`src/rtl/vram_arb_pkg.sv`:
```
package vram_arb_pkg;
  typedef enum logic {SLOT_PIX = 1'b0, SLOT_RAM = 1'b1} slot_t;
endpackage

```
`src/rtl/vram_slot_gen.sv`:
```
module vram_slot_gen
  import vram_arb_pkg::*;
(
  input  logic  clk,
  input  logic  rst_n,
  output slot_t slot
);
  always_ff @(posedge clk or negedge rst_n) begin
    if (!rst_n) slot <= SLOT_PIX;
    else        slot <= (slot == SLOT_PIX) ? SLOT_RAM : SLOT_PIX;
  end

  assert_slot_alt_R1: assert property (@(posedge clk) disable iff (!rst_n)
    (slot == SLOT_PIX) |=> (slot == SLOT_RAM));
  assert_slot_back_R1: assert property (@(posedge clk) disable iff (!rst_n)
    (slot == SLOT_RAM) |=> (slot == SLOT_PIX));
endmodule

```
`src/rtl/vram_wr_fifo.sv`:
```
module vram_wr_fifo #(
  parameter int DATA_W = 8,
  parameter int DEPTH  = 16
) (
  input  logic              clk,
  input  logic              rst_n,
  input  logic              wr_en,
  input  logic [DATA_W-1:0] wr_data,
  input  logic              rd_en,
  output logic [DATA_W-1:0] rd_data,
  output logic              full,
  output logic              empty
);
  localparam int PW = (DEPTH > 1) ? $clog2(DEPTH) : 1;
  localparam int CW = $clog2(DEPTH + 1);
  localparam logic [PW-1:0] LAST = PW'(DEPTH - 1);
  localparam logic [CW-1:0] FULL_CNT = CW'(DEPTH);

  logic [DATA_W-1:0] store [DEPTH];
  logic [PW-1:0]     wp, rp;
  logic [CW-1:0]     count;

  assign full    = (count == FULL_CNT);
  assign empty   = (count == '0);
  assign rd_data = store[rp];

  always_ff @(posedge clk) begin
    if (wr_en) store[wp] <= wr_data;
  end

  always_ff @(posedge clk or negedge rst_n) begin
    if (!rst_n) begin
      wp    <= '0;
      rp    <= '0;
      count <= '0;
    end else begin
      if (wr_en) wp <= (wp == LAST) ? '0 : wp + 1'b1;
      if (rd_en) rp <= (rp == LAST) ? '0 : rp + 1'b1;
      case ({wr_en, rd_en})
        2'b10:   count <= count + 1'b1;
        2'b01:   count <= count - 1'b1;
        default: count <= count;
      endcase
    end
  end

  assert_no_overflow_R5: assert property (@(posedge clk) disable iff (!rst_n)
    (count == FULL_CNT) |-> !wr_en);
  assert_no_underflow_R4: assert property (@(posedge clk) disable iff (!rst_n)
    rd_en |-> (count != '0));
endmodule

```
`src/rtl/vram_wr_addr_ctr.sv`:
```
module vram_wr_addr_ctr #(
  parameter int ADDR_W = 8
) (
  input  logic              clk,
  input  logic              rst_n,
  input  logic              preset_en,
  input  logic [ADDR_W-1:0] preset_addr,
  input  logic              advance,
  output logic [ADDR_W-1:0] addr
);
  always_ff @(posedge clk or negedge rst_n) begin
    if (!rst_n)         addr <= '0;
    else if (preset_en) addr <= preset_addr;
    else if (advance)   addr <= addr + 1'b1;
  end

  assert_preset_load_R6: assert property (@(posedge clk) disable iff (!rst_n)
    preset_en |=> (addr == $past(preset_addr)));
  assert_step_R6: assert property (@(posedge clk) disable iff (!rst_n)
    (advance && !preset_en) |=> (addr == ADDR_W'($past(addr) + 1'b1)));
endmodule

```
`src/rtl/vram_sp_ram.sv`:
```
module vram_sp_ram #(
  parameter int ADDR_W = 8,
  parameter int DATA_W = 8
) (
  input  logic              clk,
  input  logic              we,
  input  logic              re,
  input  logic [ADDR_W-1:0] addr,
  input  logic [DATA_W-1:0] wdata,
  output logic [DATA_W-1:0] rdata
);
  localparam int WORDS = 1 << ADDR_W;
  logic [DATA_W-1:0] mem [WORDS];

  always_ff @(posedge clk) begin
    if (we) mem[addr] <= wdata;
    if (re) rdata <= mem[addr];
  end

  always_comb begin
    assert_single_port_R4: assert (!(we && re));
  end
endmodule

```
`src/rtl/vram_slot_arbiter.sv`:
```
module vram_slot_arbiter
  import vram_arb_pkg::*;
#(
  parameter int ADDR_W     = 8,
  parameter int DATA_W     = 8,
  parameter int FIFO_DEPTH = 16
) (
  input  logic              clk,
  input  logic              rst_n,
  input  logic              host_valid,
  output logic              host_ready,
  input  logic [DATA_W-1:0] host_data,
  input  logic              preset_en,
  input  logic [ADDR_W-1:0] preset_addr,
  output logic              pix_stb,
  output logic              ram_stb,
  output logic              pix_valid,
  output logic [ADDR_W-1:0] pix_addr,
  output logic [DATA_W-1:0] pix_data
);
  slot_t             slot;
  logic              fifo_full, fifo_empty, push, commit;
  logic [DATA_W-1:0] head;
  logic [ADDR_W-1:0] wr_addr, scan_addr, ram_addr;
  logic              pix_slot, ram_slot;

  vram_slot_gen u_slot (.clk(clk), .rst_n(rst_n), .slot(slot));

  assign pix_slot = (slot == SLOT_PIX);
  assign ram_slot = (slot == SLOT_RAM);
  assign pix_stb  = pix_slot;
  assign ram_stb  = ram_slot;

  assign host_ready = !fifo_full;
  assign push       = host_valid && !fifo_full;
  assign commit     = ram_slot && !fifo_empty;

  vram_wr_fifo #(.DATA_W(DATA_W), .DEPTH(FIFO_DEPTH)) u_fifo (
    .clk(clk), .rst_n(rst_n), .wr_en(push), .wr_data(host_data),
    .rd_en(commit), .rd_data(head), .full(fifo_full), .empty(fifo_empty)
  );

  vram_wr_addr_ctr #(.ADDR_W(ADDR_W)) u_ctr (
    .clk(clk), .rst_n(rst_n), .preset_en(preset_en), .preset_addr(preset_addr),
    .advance(commit), .addr(wr_addr)
  );

  assign ram_addr = ram_slot ? wr_addr : scan_addr;

  vram_sp_ram #(.ADDR_W(ADDR_W), .DATA_W(DATA_W)) u_ram (
    .clk(clk), .we(commit), .re(pix_slot), .addr(ram_addr),
    .wdata(head), .rdata(pix_data)
  );

  always_ff @(posedge clk or negedge rst_n) begin
    if (!rst_n) begin
      scan_addr <= '0;
      pix_addr  <= '0;
      pix_valid <= 1'b0;
    end else begin
      pix_valid <= pix_slot;
      if (pix_slot) begin
        pix_addr  <= scan_addr;
        scan_addr <= scan_addr + 1'b1;
      end
    end
  end

  assert_write_in_ram_slot_R4: assert property (@(posedge clk) disable iff (!rst_n)
    commit |-> ram_stb);
  assert_valid_after_pix_R2: assert property (@(posedge clk) disable iff (!rst_n)
    pix_stb |=> pix_valid);
  assert_scan_step_R2: assert property (@(posedge clk) disable iff (!rst_n)
    (pix_valid && $past(pix_valid, 2)) |-> (pix_addr == ADDR_W'($past(pix_addr, 2) + 1'b1)));
endmodule

```
`config.mk`:
```
export PLATFORM = sky130hd
export DESIGN_NAME = vram_slot_arbiter
export DESIGN_NICKNAME = d
export VERILOG_FILES = /design/src/rtl/vram_arb_pkg.sv /design/src/rtl/vram_slot_gen.sv /design/src/rtl/vram_wr_fifo.sv /design/src/rtl/vram_wr_addr_ctr.sv /design/src/rtl/vram_sp_ram.sv /design/src/rtl/vram_slot_arbiter.sv
export SDC_FILE = /design/constraint.sdc
export NUM_CORES = 2
export LEC_CHECK = 0
export BUFFER_PORTS_ARGS = -buffer_cell sky130_fd_sc_hd__buf_2
export CORE_UTILIZATION = 35
export DETAILED_ROUTE_END_ITERATION = 6
export PLACE_DENSITY = 0.45
export REMOVE_ABC_BUFFERS = 1
export SYNTH_ARGS = -nofsm -noshare
export SYNTH_HDL_FRONTEND = slang
export SYNTH_SLANG_ARGS = --single-unit
```
`constraint.sdc`:
```
create_clock -name clk -period 12.35 [get_ports clk]
set_input_delay 2.47 -clock clk [delete_from_list [all_inputs] [get_ports clk]]
set_output_delay 2.47 -clock clk [all_outputs]
set_load 0.02 [all_outputs]
```
==> results.py <==
metrics = {
    "cts": {
        "path_clk_slew_ns": 0.06,
        "cts_root_buf": "clkbuf_16",
        "clkLatencyLatePin_ns": 0.88,
        "cts_resized": 0,
        "cts_inserted_buffers": 233,
        "cts_hold_buffers": 0,
        "postCtsSetupBuffers": 0,
        "htreeDepth": 4,
        "clock-sinks": 2222,
        "cts_tree": "done",
        "clk_path_buf_depth": 3,
    },
    "sta": {
        "post-route-period-util_pct": 48.3,
        "finalSetupViolCount": 0,
        "finalSetupTns_ns": 0,
        "clock_skew_ns": 0.0610,
        "hold_violations": 0,
        "drv_slew": 0,
        "relSlewSlack_pct": 9.62,
        "min_period_ns": 5.96,
        "fmax_mhz": 168,
        "worstMarginPinSlew_ns": 1.35,
        "rsz0062_at_grt": "no",
    },
    "cells_and_area": {
        "design_area_mm2": 0.0979,
        "fillers": 21975,
        "area_growth_pct": 13.6,
        "drive_above_1_share_pct": 18.3,
        "nets": 4880,
    },
    "floorplan": {
        "io_pins": 40,
        "rows": 181,
        "initial_utilization_pct": 35.3,
        "die_h_um": 498,
        "die_x_um": 498,
        "coreArea_mm2": 0.244,
        "dieArea_mm2": 0.248,
    },
    "worst_setup_path": {
        "worst-path-buf-inv": 3,
        "worstPathRequired_ns": 12.91,
        "crit_top_cell": "buf_4",
        "crit_fanout": 82,
        "cp_slowest_stage_delay_ns": 1.04,
        "cp_top_family": "buffers and inverters",
        "cp_slowest_cell": "a2111oi_2",
        "cp-start-kind": "flop",
        "worst-setup-path-type": "reg -> reg",
        "crit_chain": "buf_4, mux2_8, buf_12, buf_4, mux4_2, a22o_1, a221oi_1, nand3_1, a2111oi_2, nand4_1",
        "arrival_ns": 6.52,
        "cp-end-kind": "flop",
    },
    "routing": {
        "vias": 44512,
        "dr.pass1.iters": 6,
        "routed_wl_um": 242000,
        "routed_via_density": 5.39,
        "avgRoutedWirePerCell_um": 29.3,
        "postRouteAntennaNets": 0,
        "drc": 0,
        "drt_iter0_drc": 4367,
    },
    "grt": {
        "grt_pass1_wl_um": 346000,
        "first_global_vias": 45361,
        "grt-ovfl-total": 0,
        "gr-usage-all-layers_pct": 19.4,
        "grt_start_max_net_pins": 142,
        "antenna_found_initial": 11,
    },
    "synth": {
        "netlist_instances": 4755,
        "synthMuxAreaShare_pct": 11.0,
        "synth_top_area_cell": "edfxtp_1",
        "ys_ff_latch": 2222,
        "yosys_warnings": 0,
        "async_flop_share_pct": 1.71,
        "synth_cell_types": 59,
        "syn_area_per_cell_um2": 18.1,
        "synth_top_cell_area_share_pct": 76.1,
        "synth-compound-area-share_pct": 3.54,
        "synth_xor_xnor_area_share_pct": 0.224,
        "syn_area_mm2": 0.0862,
        "yosys.area_share.adder_pct": 0.160,
        "seq_area_frac_synth_pct": 77.2,
        "synth.area.top_cells": "edfxtp_1 76%, mux4_2 9.6%, nand2_1 2.7%",
        "yosys.area_share.simple_pct": 6.41,
        "synth_top_family_by_area": "multiplexers",
        "synth-main-ff-cell": "edfxtp_1",
        "synth_edf_count": 2184,
    },
    "place": {
        "io_buffers": 39,
        "dp_hpwl_um": 145000,
        "globalplace.congestion": 0.778,
        "placed_area_mm2": 0.0904,
    },
    "power": {
        "power-per-cell-area_mw_per_mm2": 224,
        "ir_drop_v": 0.000278,
        "power_leakage_uw": 0.0304,
        "p_total_uw": 21900,
    },
    "worst_hold_path": {
        "worstHoldPathType": "reg -> reg",
    },
    "job": {
        "maxCapViolations": 0,
    },
    "run_status": {
        "status": "complete, no violations",
    },
}
flip-flops by register name, indices dropped and copies added, names as in the netlist:
register / flops
u_ctr.addr: 8
u_fifo.rp: 4
u_ram.mem: 2048
u_ram.rdata: 8
pix_addr: 8
u_fifo.count: 5
pix_valid: 1
u_fifo.wp: 4
u_fifo.store: 128
scan_addr: 8
power breakdown:
group          switching, uW  internal [uW]
logic                   3570            709
clock network           2950           3960
registers               62.3          10700
placed cells by master (no fill, tap or decap), types with 75 or more instances in the layout:
| master | count |
|---|---|
| edfxtp_1 | 2184 |
| nand2_1 | 608 |
| mux4_2 | 367 |
| nor2_1 | 288 |
| clkbuf_16 | 237 |
| nand3_1 | 229 |
| a22oi_1 | 121 |
| buf_4 | 103 |
| mux2i_1 | 93 |
| nand4_1 | 81 |
| a32oi_1 | 75 |
cell usage after synthesis, types with 17 or more instances:
library cell / instances
mux2i_1: 97
a31oi_1: 57
buf_1: 19
mux4_2: 367
mux2_2: 22
nand2_1: 616
nand3_1: 245
edfxtp_1: 2184
a32oi_1: 75
clkbuf_1: 183
o21ai_0: 53
nor2_1: 297
buf_2: 71
a221oi_1: 17
a22oi_1: 121
dfrtp_1: 38
a21oi_1: 46
nand4_1: 81
cells by family after synthesis:
| group | count (synthesis) |
|---|---|
| AO/OA/AOI/OAI | 425 |
| XOR/XNOR | 22 |
| adder cells (fa/ha/maj) | 11 |
| buffers and inverters | 293 |
| flip-flops | 2222 |
| multiplexers | 487 |
| AND/OR/NAND/NOR | 1295 |
worst paths after layout:
check                           slack, ns  cells past startpoint                    start                     endpoint
worst min-delay path                 0.51                      1  pix_addr[0]$_DFFE_PN0N_      pix_addr[0]$_DFFE_PN0N_
worst min register to register       0.51                      1  pix_addr[0]$_DFFE_PN0N_      pix_addr[0]$_DFFE_PN0N_
min in group asynchronous            1.67                      2                    rst_n  u_fifo.count[2]$_DFFE_PN0P_
worst max-delay path                 6.39                     10      pix_valid$_DFF_PN0_     u_ram.rdata[1]$_DFFE_PN_
worst max register to register       6.39                     10      pix_valid$_DFF_PN0_     u_ram.rdata[1]$_DFFE_PN_
max in group asynchronous           10.19                      2                    rst_n          pix_valid$_DFF_PN0_
area by class of cell:
| type | instances | area (um2) | share of cell area, % |
|---|---|---|---|
| tap | 3202 | 4010 | 4.09 |
| clock buffer | 299 | 6260 | 6.40 |
| sequential | 2222 | 66500 | 68.0 |
| antenna | 4 | 10.0 | 0.0102 |
| multi-input combinational | 2240 | 18800 | 19.2 |
| clock inverter | 137 | 1220 | 1.25 |
| inverter | 7 | 26.3 | 0.0268 |
| timing repair buffer | 145 | 1030 | 1.05 |
metal layers:
| layer | up-vias | global-route usage [%] | share of wire (%) | wire length, um |
|---|---|---|---|---|
| met3 | 289 | 3.16 | 5.1 | 12400 |
| met4 | 2 | 4.84 | 2.1 | 5170 |
| li1 | 19262 | - | - | - |
| met5 | - | 0 | 0.0050 | 12 |
| met1 | 23849 | 27.2 | 44 | 107000 |
| met2 | 1110 | 31.4 | 48 | 117000 |
per-stage QoR:
stage               setup slack (ns)  hold slack [ns]  instances  util (%)
finish                          6.39            0.514       8256      40.1
global placement                6.22            0.508       7816      37.0
detailed placement              6.28            0.499       7816      37.0
floorplan                      0.378            0.463       4469         -
global route                    6.23            0.544       8253      40.1
CTS                             6.26            0.513       8252      40.1
(Power assumes the default switching activity.)
